$ cat src/rtl/cfg_cksum_pkg.sv
package cfg_cksum_pkg;

   typedef enum logic [1:0] {
      LD_START  = 2'd0,
      LD_FETCH  = 2'd1,
      LD_FINISH = 2'd2
   } ld_state_t;

   // Modular add of two sum-width values; carry out is dropped.
   function automatic logic [7:0] wrap_add8(input logic [7:0] a, input logic [7:0] b);
      logic [8:0] full;
      full = {1'b0, a} + {1'b0, b};
      return full[7:0];
   endfunction

endpackage

$ cat src/rtl/ccl_seq.sv
module ccl_seq
   import cfg_cksum_pkg::*;
#(
   parameter int ADDR_W     = 6,
   parameter int FIRST_ADDR = 0,
   parameter int LAST_ADDR  = 26
) (
   input  logic              clk,
   input  logic              rst_n,
   input  logic              rd_valid,
   output logic              rd_req,
   output logic [ADDR_W-1:0] rd_addr,
   output logic              accept,
   output logic              last_accept
);

   localparam logic [ADDR_W-1:0] FIRST_A = ADDR_W'(FIRST_ADDR);
   localparam logic [ADDR_W-1:0] LAST_A  = ADDR_W'(LAST_ADDR);

   ld_state_t         state_q, state_d;
   logic [ADDR_W-1:0] addr_q, addr_d;

   assign rd_req      = (state_q == LD_FETCH);
   assign rd_addr     = addr_q;
   assign accept      = rd_req & rd_valid;
   assign last_accept = accept & (addr_q == LAST_A);

   always_comb begin
      state_d = state_q;
      addr_d  = addr_q;
      unique case (state_q)
         LD_START: begin
            state_d = LD_FETCH;
            addr_d  = FIRST_A;
         end
         LD_FETCH: begin
            if (last_accept) begin
               state_d = LD_FINISH;
            end else if (accept) begin
               addr_d = addr_q + 1'b1;
            end
         end
         LD_FINISH: begin
            state_d = LD_FINISH;
         end
         default: begin
            state_d = LD_START;
         end
      endcase
   end

   always_ff @(posedge clk or negedge rst_n) begin
      if (!rst_n) begin
         state_q <= LD_START;
         addr_q  <= FIRST_A;
      end else begin
         state_q <= state_d;
         addr_q  <= addr_d;
      end
   end

endmodule

$ cat src/rtl/ccl_accum.sv
module ccl_accum
   import cfg_cksum_pkg::*;
#(
   parameter int DATA_W = 16,
   parameter int SUM_W  = 8
) (
   input  logic              clk,
   input  logic              rst_n,
   input  logic              accept,
   input  logic [DATA_W-1:0] word,
   output logic [SUM_W-1:0]  sum_q,
   output logic [SUM_W-1:0]  sum_next
);

   localparam int LANES = DATA_W / SUM_W;

   logic [SUM_W-1:0] word_sum;

   generate
      if (LANES == 1) begin : g_single
         assign word_sum = word[SUM_W-1:0];
      end else begin : g_multi
         logic [SUM_W-1:0] part [LANES];
         assign part[0] = word[SUM_W-1:0];
         for (genvar i = 1; i < LANES; i++) begin : g_lane
            assign part[i] = SUM_W'(part[i-1] + word[i*SUM_W +: SUM_W]);
         end
         assign word_sum = part[LANES-1];
      end
   endgenerate

   assign sum_next = accept ? SUM_W'(sum_q + word_sum) : sum_q;

   always_ff @(posedge clk or negedge rst_n) begin
      if (!rst_n) begin
         sum_q <= '0;
      end else begin
         sum_q <= sum_next;
      end
   end

endmodule

$ cat src/rtl/ccl_wrport.sv
module ccl_wrport #(
   parameter int ADDR_W = 6,
   parameter int DATA_W = 16
) (
   input  logic              clk,
   input  logic              rst_n,
   input  logic              accept,
   input  logic [ADDR_W-1:0] addr_in,
   input  logic [DATA_W-1:0] data_in,
   output logic              we,
   output logic [ADDR_W-1:0] waddr,
   output logic [DATA_W-1:0] wdata
);

   always_ff @(posedge clk or negedge rst_n) begin
      if (!rst_n) begin
         we    <= 1'b0;
         waddr <= '0;
         wdata <= '0;
      end else begin
         we <= accept;
         if (accept) begin
            waddr <= addr_in;
            wdata <= data_in;
         end
      end
   end

endmodule

$ cat src/rtl/ccl_verdict.sv
module ccl_verdict #(
   parameter int               SUM_W    = 8,
   parameter logic [SUM_W-1:0] GOOD_SUM = '1
) (
   input  logic             clk,
   input  logic             rst_n,
   input  logic             last_accept,
   input  logic [SUM_W-1:0] sum_next,
   output logic             done,
   output logic             sum_ok,
   output logic             reloc_mode
);

   always_ff @(posedge clk or negedge rst_n) begin
      if (!rst_n) begin
         done       <= 1'b0;
         sum_ok     <= 1'b0;
         reloc_mode <= 1'b0;
      end else if (last_accept && !done) begin
         done       <= 1'b1;
         sum_ok     <= (sum_next == GOOD_SUM);
         reloc_mode <= (sum_next != GOOD_SUM);
      end
   end

endmodule

$ cat src/rtl/cfg_cksum_loader.sv
module cfg_cksum_loader
   import cfg_cksum_pkg::*;
#(
   parameter int               ADDR_W     = 6,
   parameter int               DATA_W     = 16,
   parameter int               SUM_W      = 8,
   parameter int               FIRST_ADDR = 0,
   parameter int               LAST_ADDR  = 26,
   parameter logic [SUM_W-1:0] GOOD_SUM   = 8'hFF
) (
   input  logic              clk,
   input  logic              rst_n,
   output logic              rd_req,
   output logic [ADDR_W-1:0] rd_addr,
   input  logic [DATA_W-1:0] rd_data,
   input  logic              rd_valid,
   output logic              cfg_we,
   output logic [ADDR_W-1:0] cfg_waddr,
   output logic [DATA_W-1:0] cfg_wdata,
   output logic              done,
   output logic              sum_ok,
   output logic              reloc_mode
);

   generate
      if (DATA_W % SUM_W != 0) begin : g_bad_width
         $error("DATA_W must be a whole number of SUM_W lanes");
      end
      if (LAST_ADDR < FIRST_ADDR) begin : g_bad_range
         $error("LAST_ADDR must not be below FIRST_ADDR");
      end
      if (LAST_ADDR >= (1 << ADDR_W)) begin : g_bad_addr
         $error("LAST_ADDR does not fit in ADDR_W bits");
      end
   endgenerate

   logic             accept;
   logic             last_accept;
   logic [SUM_W-1:0] sum_q;
   logic [SUM_W-1:0] sum_next;

   ccl_seq #(
      .ADDR_W    (ADDR_W),
      .FIRST_ADDR(FIRST_ADDR),
      .LAST_ADDR (LAST_ADDR)
   ) u_seq (
      .clk        (clk),
      .rst_n      (rst_n),
      .rd_valid   (rd_valid),
      .rd_req     (rd_req),
      .rd_addr    (rd_addr),
      .accept     (accept),
      .last_accept(last_accept)
   );

   ccl_accum #(
      .DATA_W(DATA_W),
      .SUM_W (SUM_W)
   ) u_accum (
      .clk     (clk),
      .rst_n   (rst_n),
      .accept  (accept),
      .word    (rd_data),
      .sum_q   (sum_q),
      .sum_next(sum_next)
   );

   ccl_wrport #(
      .ADDR_W(ADDR_W),
      .DATA_W(DATA_W)
   ) u_wr (
      .clk    (clk),
      .rst_n  (rst_n),
      .accept (accept),
      .addr_in(rd_addr),
      .data_in(rd_data),
      .we     (cfg_we),
      .waddr  (cfg_waddr),
      .wdata  (cfg_wdata)
   );

   ccl_verdict #(
      .SUM_W   (SUM_W),
      .GOOD_SUM(GOOD_SUM)
   ) u_verdict (
      .clk        (clk),
      .rst_n      (rst_n),
      .last_accept(last_accept),
      .sum_next   (sum_next),
      .done       (done),
      .sum_ok     (sum_ok),
      .reloc_mode (reloc_mode)
   );

endmodule

$ cat config.mk
export PLATFORM = sky130hd
export DESIGN_NAME = cfg_cksum_loader
export DESIGN_NICKNAME = d
export VERILOG_FILES = /design/src/rtl/cfg_cksum_pkg.sv /design/src/rtl/ccl_seq.sv /design/src/rtl/ccl_accum.sv /design/src/rtl/ccl_wrport.sv /design/src/rtl/ccl_verdict.sv /design/src/rtl/cfg_cksum_loader.sv
export SDC_FILE = /design/constraint.sdc
export NUM_CORES = 1
export LEC_CHECK = 0
export BUFFER_PORTS_ARGS = -buffer_cell sky130_fd_sc_hd__buf_2
export CAP_MARGIN = 5
export CORE_MARGIN = 10
export CORE_UTILIZATION = 57
export DETAILED_ROUTE_END_ITERATION = 7
export PLACE_DENSITY = 0.87
export SYNTH_ARGS = -nofsm -noshare
export SYNTH_HDL_FRONTEND = slang
export SYNTH_SLANG_ARGS = --single-unit
$ cat constraint.sdc
create_clock -name clk -period 4.21 [get_ports clk]
set_input_delay 0.6315 -clock clk [delete_from_list [all_inputs] [get_ports clk]]
set_output_delay 0.6315 -clock clk [all_outputs]
set_load 0.1 [all_outputs]
## Yosys cells after proc, flatten, opt, wreduce, memory -nomap -nowiden

Index checks and enable logic that the tools add are counted.

| operators by class | value |
|---|---|
| $add $sub $neg | 3 |
| eq/ne operators | 8 |
| muxes and demuxes | 6 |
| bitwise operators | 2 |
| reduce and logical (&&, ||, !) cells | 5 |

Operators with widths:

| kind | number |
|---|---|
| $add A8 B8 Y8 | 2 |
| $mux W6 | 2 |
| $pmux W6 S2 | 1 |
| $eq A8 B8 Y1 const B | 1 |
| $mux W8 | 1 |
| $ne A8 B8 Y1 const B | 1 |
| $add A6 B1 Y6 const B | 1 |
| $eq A6 B5 Y1 const B | 1 |
| $pmux W2 S3 | 1 |
| $ne A2 B1 Y1 const B | 2 |
| $reduce_and A3 Y1 | 1 |
| $and A1 B1 Y1 | 2 |
| $eq A2 B1 Y1 const B | 1 |
| $eq A2 B2 Y1 const B | 1 |
| $logic_not A2 Y1 | 1 |
| $mux W2 | 1 |
| $ne A2 B2 Y1 const B | 1 |
| $reduce_bool A2 Y1 | 1 |
| $logic_and A1 B1 Y1 | 1 |
| $logic_not A1 Y1 | 1 |

| word-level totals | value |
|---|---|
| register bits | 42 |
| bits of input ports | 19 |
| output and inout port bits | 33 |
| word-level logic and storage cells | 33 |

## Depth between registers and ports, before layout

Gate-level depths: netlist (run 1).

| logic depth | value |
|---|---|
| depth after elaboration | 5 |
| mapped depth | 10 |
| gate-level depth less buffers | 10 |

## Cells and area by module

A second synthesis (run 1) with hierarchy kept.

| second synthesis, totals | value |
|---|---|
| cell total of the unflattened synthesis | 161 |
| area, all modules | 2165.8 um^2 |

Modules (own cells, without submodules):

| module | times used | cells each | area each (um^2) | sequential area each (um^2) |
|---|---|---|---|---|
| ccl_wrport | 1 | 47 | 845.8 | 575.6 |
| ccl_accum | 1 | 61 | 730.7 | 200.2 |
| ccl_seq | 1 | 42 | 457.9 | 200.2 |
| ccl_verdict | 1 | 11 | 131.4 | 75.1 |

## Worst setup path after synthesis (run 1)

Ideal clock, no wire load.

| path | value |
|---|---|
| path kind | input to register |
| from | in rd_data[1] |
| to | reg u_verdict.reloc_mode |
| library setup time | 0.124 ns |
| data arrival time | 3.036 ns |
| required time | 4.086 ns |
| slack | 1.050 ns |
| cell stages on the path | 10 |
| buffers on the path | 0 |
| path through | inv_1 -> fa_1 -> inv_1 -> ha_1 -> fa_1 -> a21o_1 -> a221oi_2 -> xnor2_1 -> a2111o_1 -> o31a_1 |

| between the ends | value |
|---|---|
| word-level cells in the longest chain between the ends | 4 |

Ends and longest elaborated chain:

| item | line | source |
|---|---|---|
| start, declared | cfg_cksum_loader.sv:15 | `input logic [DATA_W-1:0] rd_data,` |
| $add A8 B8 Y8 | ccl_accum.sv:26 | `assign part[i] = SUM_W'(part[i-1] + word[i*SUM_W +: SUM_W]);` |
| $add A8 B8 Y8 | ccl_accum.sv:32 | `assign sum_next = accept ? SUM_W'(sum_q + word_sum) : sum_q;` |
| $mux W8 | ccl_accum.sv:32 |  |
| $ne A8 B8 Y1 | ccl_verdict.sv:22 | `reloc_mode <= (sum_next != GOOD_SUM);` |
| end signal, assigned | ccl_verdict.sv:22 |  |
| end, declared | ccl_verdict.sv:11 | `output logic reloc_mode` |

Every way passes these cells.
A chain may end at the register's enable or synchronous reset.

## Worst setup path in the final report (run 1)

Same ends and word-level chain as after synthesis.

==> results of run 1 <==
-- critical path, stage by stage --
cell      delay, ps
buf_2            80
inv_1            60
fa_1            540
inv_1            40
ha_1            220
fa_1            410
a21o_1          230
a221oi_2        260
xnor2_1         130
a2111o_1        430
o31a_1          240
-- flip-flops by register name (all words and copies together) (netlist names) --
signal	count
u_verdict.done	1
u_verdict.sum_ok	1
u_accum.sum_q	8
u_seq.state_q	2
u_wr.we	1
u_wr.waddr	6
u_wr.wdata	16
u_verdict.reloc_mode	1
u_seq.rd_addr	6
-- layer usage --
| metal | track usage (%) | part of all wire (%) | vias to the layer above |
|---|---|---|---|
| met5 | 0 | 0 | - |
| met4 | 6.23 | 1.5 | 0 |
| met3 | 5.52 | 6.6 | 5 |
| met2 | 26.1 | 51 | 41 |
| met1 | 18.2 | 41 | 801 |
| li1 | - | - | 814 |
-- worst max-delay path by stage --
stage / end / slack, ps
6_report: u_verdict.reloc_mode$_DFFE_PN0P_ / 1130
2_1_floorplan: u_verdict.reloc_mode$_DFFE_PN0P_ / 1050
4_1_cts: u_verdict.reloc_mode$_DFFE_PN0P_ / 1130
3_5_place_dp: u_verdict.reloc_mode$_DFFE_PN0P_ / 830
5_1_grt: u_verdict.reloc_mode$_DFFE_PN0P_ / 1010
3_3_place_gp: u_verdict.reloc_mode$_DFFE_PN0P_ / 890
-- cell usage in the layout, fill, tap and decap left out --
cell,n
a2111o_1,1
a211oi_1,1
a21o_1,2
a21oi_1,8
a221oi_2,1
a31oi_1,1
and3_1,3
and3_2,1
buf_2,51
buf_4,2
bufinv_16,1
clkbuf_8,5
clkinvlp_4,2
dfrtp_1,42
fa_1,8
ha_1,11
inv_1,15
mux2_2,1
mux2i_1,2
nand2_1,72
nand2b_1,4
nand3_1,2
nand4_1,2
nor2_1,9
nor2b_1,1
nor3_1,1
nor4b_2,1
o21a_1,1
o21ai_0,6
o21ai_1,3
o31a_1,1
o31ai_1,2
or2_1,1
xnor2_1,8
xor2_1,3
-- logic make-up after synthesis --
group	count (synthesis)	share of synthesized area, %
mux	3	1.46
compound gates	27	8.00
simple gates	97	19.2
fa+ha+maj	19	13.9
xor+xnor	11	4.50
flops	42	49.1
buf+inv	22	3.91
-- cell type report --
cell class,count,area share [%]
multi-input cells,157,39.4
well taps,48,2.35
repair buffers,53,10.6
flip-flops and latches,42,41.1
inverters,15,2.20
clock inverters,3,1.76
clock buffers,5,2.69
-- metrics by stage --
stage          util (%)  setup WS [ps]  cell area (um^2)  instances
2_1_floorplan         -           1050              2140        221
3_3_place_gp       66.8            886              2440        315
3_5_place_dp       66.8            827              2440        315
4_1_cts            69.9           1130              2560        323
5_1_grt            69.9           1010              2560        323
6_report           69.9           1130              2560        323
-- cell usage after synthesis (2+ instances only) --
cell      count
o21ai_1       3
and3_1        3
a21o_1        2
clkbuf_1      5
nand2_1      72
dfrtp_1      42
inv_1        15
a21oi_1       8
o31ai_1       2
nand2b_1      4
nor2_1        9
ha_1         11
xor2_1        3
xnor2_1       8
fa_1          8
mux2i_1       2
nand4_1       2
nand3_1       2
o21ai_0       6
==> impl_metrics.ini, run 1 <==
[sta]
skew_ps = 3.26
fmax_mhz = 324
hold_ws_ps = 444
hold_viol = 0
min_period_over_period_pct = 73.2
tightest_slew_ps = 887
rsz0062_at_grt = no
maxSlewViolCount = 0
fin_tns_setup_ps = 0
finalSetupViolations = 0
period_needed_ps = 3080
maxSlewHeadroom_pct = 40.9

[clocking]
cts_setup_buffers = 0
insertion_delay_ps = 300
htreeDepth = 2
cts_sinks = 42
cts_buffers = 5
cts_tree = done
cts_resized = 0
root_buffer = clkbuf_8
cts_hold_buf = 0
path_clk_slew_ps = 80
clock_path_buffers = 2

[worst_setup_path]
crit_type = input pin to flop
cp.required_ps = 4400
cp_max_fo = 2
arrival_ps = 3270
cp-startpoint = rd_data[1]
rr_endpoint = u_verdict.reloc_mode$_DFFE_PN0P_
reg2reg_depth = 10
endpoint_kind = flop
r2r_slack_ps = 1230
rr_startpoint = u_accum.sum_q[1]$_DFF_PN0_
start_kind = input pin

[drt]
viasPerCell = 5.14
drt_iter0_drc = 113
routed_wl_um = 4680
drc_errors = 0
firstDrtPassIters = 4
detail-route-antenna-nets = 0
vias = 1661
wl_per_cell_um = 14.5

[final_layout]
antennaDiodeCount = 0
regArea_um2 = 1050
drive_gt1_share_pct = 23.6
nNetsFinal = 312
fillers = 288
multi_input_area_um2 = 1010
syn_to_final_growth_pct = 19.5

[logic_synthesis]
synth_edf_count = 0
synth_cell_types = 33
ys_seq_area_share_pct = 49.1
async_flop_share_pct = 100
ys_warn_count = 0
postSynthAreaPerCell_um2 = 9.69
synth_top_cell_area_share_pct = 49.1
synth_cells = 221
ys_top_cells_by_area = dfrtp_1 49%, nand2_1 13%, fa_1 7.5%, ha_1 6.4%, xnor2_1 3.3%
yosysTopAreaCell = dfrtp_1
ys_ff_latch = 42
syn-num-nets = 259
synth_ff_type = dfrtp_1
synth.cell_area_um2 = 2140

[global_routing]
antenna_found_initial = 0
grt_pass1_wl_um = 8110
grt_pass1_vias = 1738
grt_usage_pct = 15.7
overflow = 0
grt_max_degree = 43

[floorplan]
start_util_pct = 58.5
core_um2 = 3660
dieWidth_um = 81.3
num_rows = 22
die_area_um2 = 6610
io_pins = 52
die_y_um = 81.3

[placed_design]
gp_congestion = 0.799
dp_hpwl_um = 3410
port_buffers = 51

[run]
maxCapViolCount = 0

[worst_hold_path]
hold_class = input pin to asynchronous set/reset pin

[run_status]
outcome = completed
Power of run 1 is left out: the tool's default activity adds up to more than one toggle a clock period on the data nets, which glitch-free logic cannot reach.
==> inputs of run 2 (changes only) <==
- CORE_UTILIZATION: 57 -> 48
- PLACE_DENSITY: 0.87 -> 0.79
- clock period: 4.21 -> 2.69 ns (I/O delays scaled with it)
==> run 2 against run 1 <==
Effect of this change: the run now ends with negative setup slack left; cell count up 4.0%; utilization down 9.2 points; sequential cell count unchanged.
==> impl_metrics.ini, run 2 (synthesis results as in run 1) <==
[run_status]
outcome = complete, but fails checks
violations = negative setup slack

[worst_setup_path]
cp_slowest_cell = fa_1
start_kind = flop
cp_cell_sequence = inv_2 -> fa_1 -> inv_2 -> ha_4 -> fa_2 -> a21o_1 -> a221oi_2 -> xnor2_1 -> a2111o_1 -> o31a_1
arrival_ps = 2910
r2r_slack_ps = -30
cp_max_fo = 2
cp-startpoint = u_accum.sum_q[1]$_DFF_PN0_
reg2reg_depth = 10
cp.required_ps = 2880
crit_top_cell = inv_2
crit_type = flop to flop
rr_startpoint = u_accum.sum_q[1]$_DFF_PN0_
slowest_delay_ps = 490
rr_endpoint = u_verdict.reloc_mode$_DFFE_PN0P_
setup.worst_path.end = u_verdict.reloc_mode$_DFFE_PN0P_
endpoint_kind = flop

[final_layout]
fin_cells = 336
top_regs = u_wr.wdata: 16 flops, u_accum.sum_q: 8 flops
regMostFlops = u_wr.wdata
antennaDiodeCount = 0
largest_reg_flops = 16
layout_commonest_cell = nand2_1
drive_gt1_share_pct = 27.8
nNetsFinal = 322
multi_input_area_um2 = 1020
fillers = 368
syn_to_final_growth_pct = 22.6
regArea_um2 = 1050
final_cell_mix = 72 x nand2_1, 51 x buf_2, 42 x dfrtp_1

[clocking]
cts_sinks = 42
path_clk_slew_ps = 70
cts_hold_buf = 0
root_buffer = clkbuf_8
clock_path_buffers = 2
cts_tree = done
insertion_delay_ps = 290
htreeDepth = 2
cts_buffers = 5

[global_routing]
grt_usage_pct = 13.5
antenna_found_initial = 0
overflow = 0
grt_max_degree = 43
grt_pass1_vias = 1805
grt_pass1_wl_um = 8340

[sta]
hold_viol = 0
period_needed_ps = 2720
rsz0062_at_grt = yes
maxSlewViolCount = 0
skew_ps = 5.54
tightest_slew_ps = 937
fmax_mhz = 367
maxSlewHeadroom_pct = 37.5
hold_ws_ps = 248
setup_ws_ps = -33.1
finalSetupViolations = 1
min_period_over_period_pct = 101

[placed_design]
port_buffers = 51
gp_congestion = 0.808
dp_hpwl_um = 3510
dp_slack_ps = -351
dp.cells = 325

[floorplan]
die_y_um = 86.8
start_util_pct = 49.5
dieWidth_um = 86.8
io_pins = 52
num_rows = 24
core_um2 = 4320
die_area_um2 = 7530

[drt]
vias = 1672
drt_iter0_drc = 70
drc_errors = 0
routed_wl_um = 4730
detail-route-antenna-nets = 0
viasPerCell = 4.98
firstDrtPassIters = 4
wl_per_cell_um = 14.1

[run]
maxCapViolCount = 0

[worst_hold_path]
hold_class = input pin to asynchronous set/reset pin
==> run 2: changes by cell type in the layout (fill, tap and decap cells not counted), sizes merged <==
cell / before / now
buf: 53 / 63
clkbuf: 5 / 7
clkinvlp: 2 / 0
bufinv: 1 / 0
==> run 2: worst min path at each step <==
stage / startpoint / end / cells past startpoint
CTS: rst_n / u_seq.rd_addr[1]$_DFFE_PN0P_ / 1
global placement: u_wr.wdata[2]$_DFFE_PN0P_ / u_wr.wdata[2]$_DFFE_PN0P_ / 2
detailed placement: u_wr.wdata[3]$_DFFE_PN0P_ / u_wr.wdata[3]$_DFFE_PN0P_ / 2
floorplan: rst_n / u_accum.sum_q[0]$_DFF_PN0_ / 0
global route: rst_n / u_seq.rd_addr[1]$_DFFE_PN0P_ / 1
finish: rst_n / u_seq.rd_addr[1]$_DFFE_PN0P_ / 1
==> run 2: per-stage QoR <==
stage,area [um^2],TNS [ps],utilization (%)
2_1_floorplan,2160,-72.4,-
3_3_place_gp,2510,-434,58.0
4_1_cts,2600,-313,60.2
6_report,2630,-33.1,60.7
5_1_grt,2630,-254,60.7
3_5_place_dp,2510,-575,58.0
==> run 2: area by class of cell <==
cell class                 instances  area share (%)
sequential                        42            40.0
multi-input combinational        157            39.0
timing repair buffer              63            13.1
clock buffer                       7            2.91
tap                               52            2.48
inverter                          15            2.43
==> run 2: worst max-delay path: cells and delay by family (launching register included) <==
kind | cells | cell delay, ps
buffers and inverters | 2 | 100
AO/OA/AOI/OAI | 4 | 1040
flip-flops | 1 | 350
XOR/XNOR | 1 | 110
adder cells (fa/ha/maj) | 3 | 1010
==> run 2: layer usage <==
layer	wire, um	share of wire (%)	GRT usage (%)	up-vias
li1	-	-	-	831
met1	2020	43	15.7	798
met4	106	2.2	6.63	0
met5	0	0	0	-
met2	2320	49	22.1	36
met3	289	6.1	3.85	7
==> run 2: repair_timing <==
action | 4_1_cts | 5_1_grt
buffers inserted | 2 | 2
endpoints found under the setup margin | 2 | 2
pin swaps | 8 | 7
gates resized for setup | 1 | 2
Power of run 2 is left out for the same reason.
==> inputs of run 3 (changes only) <==
- RECOVER_POWER: default -> 50
==> run 3 against run 2 <==
Effect of this change: the flow finishes with violations (max-capacitance violations, max-slew violations, negative setup slack); via count grew 0.42%; worst setup slack worse by 0.92 ps; non-clock buffer count is the same; critical path type unchanged; critical endpoint unchanged.
==> impl_metrics.ini, run 3 (synthesis results as in run 1) <==
[clocking]
htreeDepth = 2
cts_buffers = 5
insertion_delay_ps = 300
clock_path_buffers = 2
root_buffer = clkbuf_8
path_clk_slew_ps = 70
cts_sinks = 42
cts_tree = done

[final_layout]
layout_commonest_cell = nand2_1
regMostFlops = u_wr.wdata
final_util_pct = 60.2
nNetsFinal = 322
antennaDiodeCount = 0
syn_to_final_growth_pct = 21.6
drive_gt1_share_pct = 22.9
final_cell_mix = 72 x nand2_1, 42 x dfrtp_1, 38 x buf_2
top_regs = u_wr.wdata: 16 flops, u_accum.sum_q: 8 flops
largest_reg_flops = 16

[run_status]
violations = max-capacitance violations, max-slew violations, negative setup slack
outcome = complete, but fails checks

[sta]
fin_tns_setup_ps = -34.0
tightest_slew_ps = 2270
finalSetupViolations = 1
fmax_mhz = 367
rsz0062_at_grt = yes
maxSlewHeadroom_pct = -51.0
skew_ps = 5.75
maxSlewViolCount = 43
hold_viol = 0
min_period_over_period_pct = 101
setup_ws_ps = -34.0
period_needed_ps = 2720

[worst_setup_path]
start_kind = flop
rr_endpoint = u_verdict.reloc_mode$_DFFE_PN0P_
crit_type = flop to flop
endpoint_kind = flop
cp.required_ps = 2880
setup.worst_path.end = u_verdict.reloc_mode$_DFFE_PN0P_
arrival_ps = 2910
cp-startpoint = u_accum.sum_q[1]$_DFF_PN0_
r2r_slack_ps = -30
rr_startpoint = u_accum.sum_q[1]$_DFF_PN0_
reg2reg_depth = 10
cp_max_fo = 2

[floorplan]
core_um2 = 4320
num_rows = 24
die_y_um = 86.8
dieWidth_um = 86.8
die_area_um2 = 7530
io_pins = 52
start_util_pct = 49.5

[worst_hold_path]
holdPathStages = 3
hold_class = input pin to flop

[drt]
viasPerCell = 5.00
vias = 1679
routed_wl_um = 4750
drc_errors = 0
firstDrtPassIters = 4
wl_per_cell_um = 14.1
drt_iter0_drc = 68
detail-route-antenna-nets = 0

[global_routing]
grt_pass1_vias = 1805
antenna_found_initial = 0
grt_usage_pct = 13.5
overflow = 0
grt_max_degree = 43
grt_pass1_wl_um = 8340

[run]
maxCapViolCount = 1

[placed_design]
port_buffers = 51
dp_slack_ps = -351
gp_congestion = 0.808
dp_hpwl_um = 3510
run 3: cell types whose count changed in the layout (fill, tap and decap cells not counted):
| cell | before | now |
|---|---|---|
| buf_2 | 51 | 38 |
| buf_4 | 12 | 11 |
| clkbuf_1 | 2 | 15 |
| clkbuf_2 | 0 | 1 |
| ha_1 | 9 | 10 |
| ha_2 | 1 | 0 |
run 3: through the flow:
stage	cell area [um^2]	hold slack [ps]	cells
after floorplan	2160	108	221
after global placement	2510	452	325
after detailed placement	2510	457	325
after CTS	2600	277	334
after global routing	2610	342	336
final	2610	330	336
run 3: per-layer routing:
metal / vias up / track usage [%] / wire length (um)
li1: 831 / - / -
met1: 805 / 15.7 / 2030
met2: 36 / 22.1 / 2320
met3: 7 / 3.85 / 289
met4: 0 / 6.63 / 107
met5: - / 0 / 0
run 3: what timing repair did:
item,CTS,global route
hold buffers,0,0
setup endpoints to repair,2,2
buffers inserted,2,2
resized for setup,1,2
pin swaps,8,7
run 3: area by class of cell:
| cell class | count | area (um^2) |
|---|---|---|
| Fill cell | 377 | 1720 |
| Sequential cell | 42 | 1050 |
| Multi-Input combinational cell | 157 | 1020 |
| Timing Repair Buffer | 63 | 327 |
| Clock buffer | 7 | 76.3 |
| Tap cell | 52 | 65.1 |
| Inverter | 15 | 63.8 |
run 3: worst max-delay path, stage by stage, from the launching register on:
cell      delay (ps)
dfrtp_1          350
inv_2             50
fa_1             490
inv_2             50
ha_4             160
fa_2             360
a21o_1           180
a221oi_2         230
xnor2_1          110
a2111o_1         390
o31a_1           240
run 3: worst min-delay path by stage:
stage                              start                      endpoint  slack (ps)
2_1_floorplan                      rst_n    u_accum.sum_q[0]$_DFF_PN0_         110
3_3_place_gp   u_wr.wdata[2]$_DFFE_PN0P_     u_wr.wdata[2]$_DFFE_PN0P_         450
3_5_place_dp   u_wr.wdata[3]$_DFFE_PN0P_     u_wr.wdata[3]$_DFFE_PN0P_         460
4_1_cts                            rst_n  u_seq.rd_addr[1]$_DFFE_PN0P_         280
5_1_grt                       rd_data[7]     u_wr.wdata[7]$_DFFE_PN0P_         340
6_report                      rd_data[7]     u_wr.wdata[7]$_DFFE_PN0P_         330
Power of run 3 is left out for the same reason.
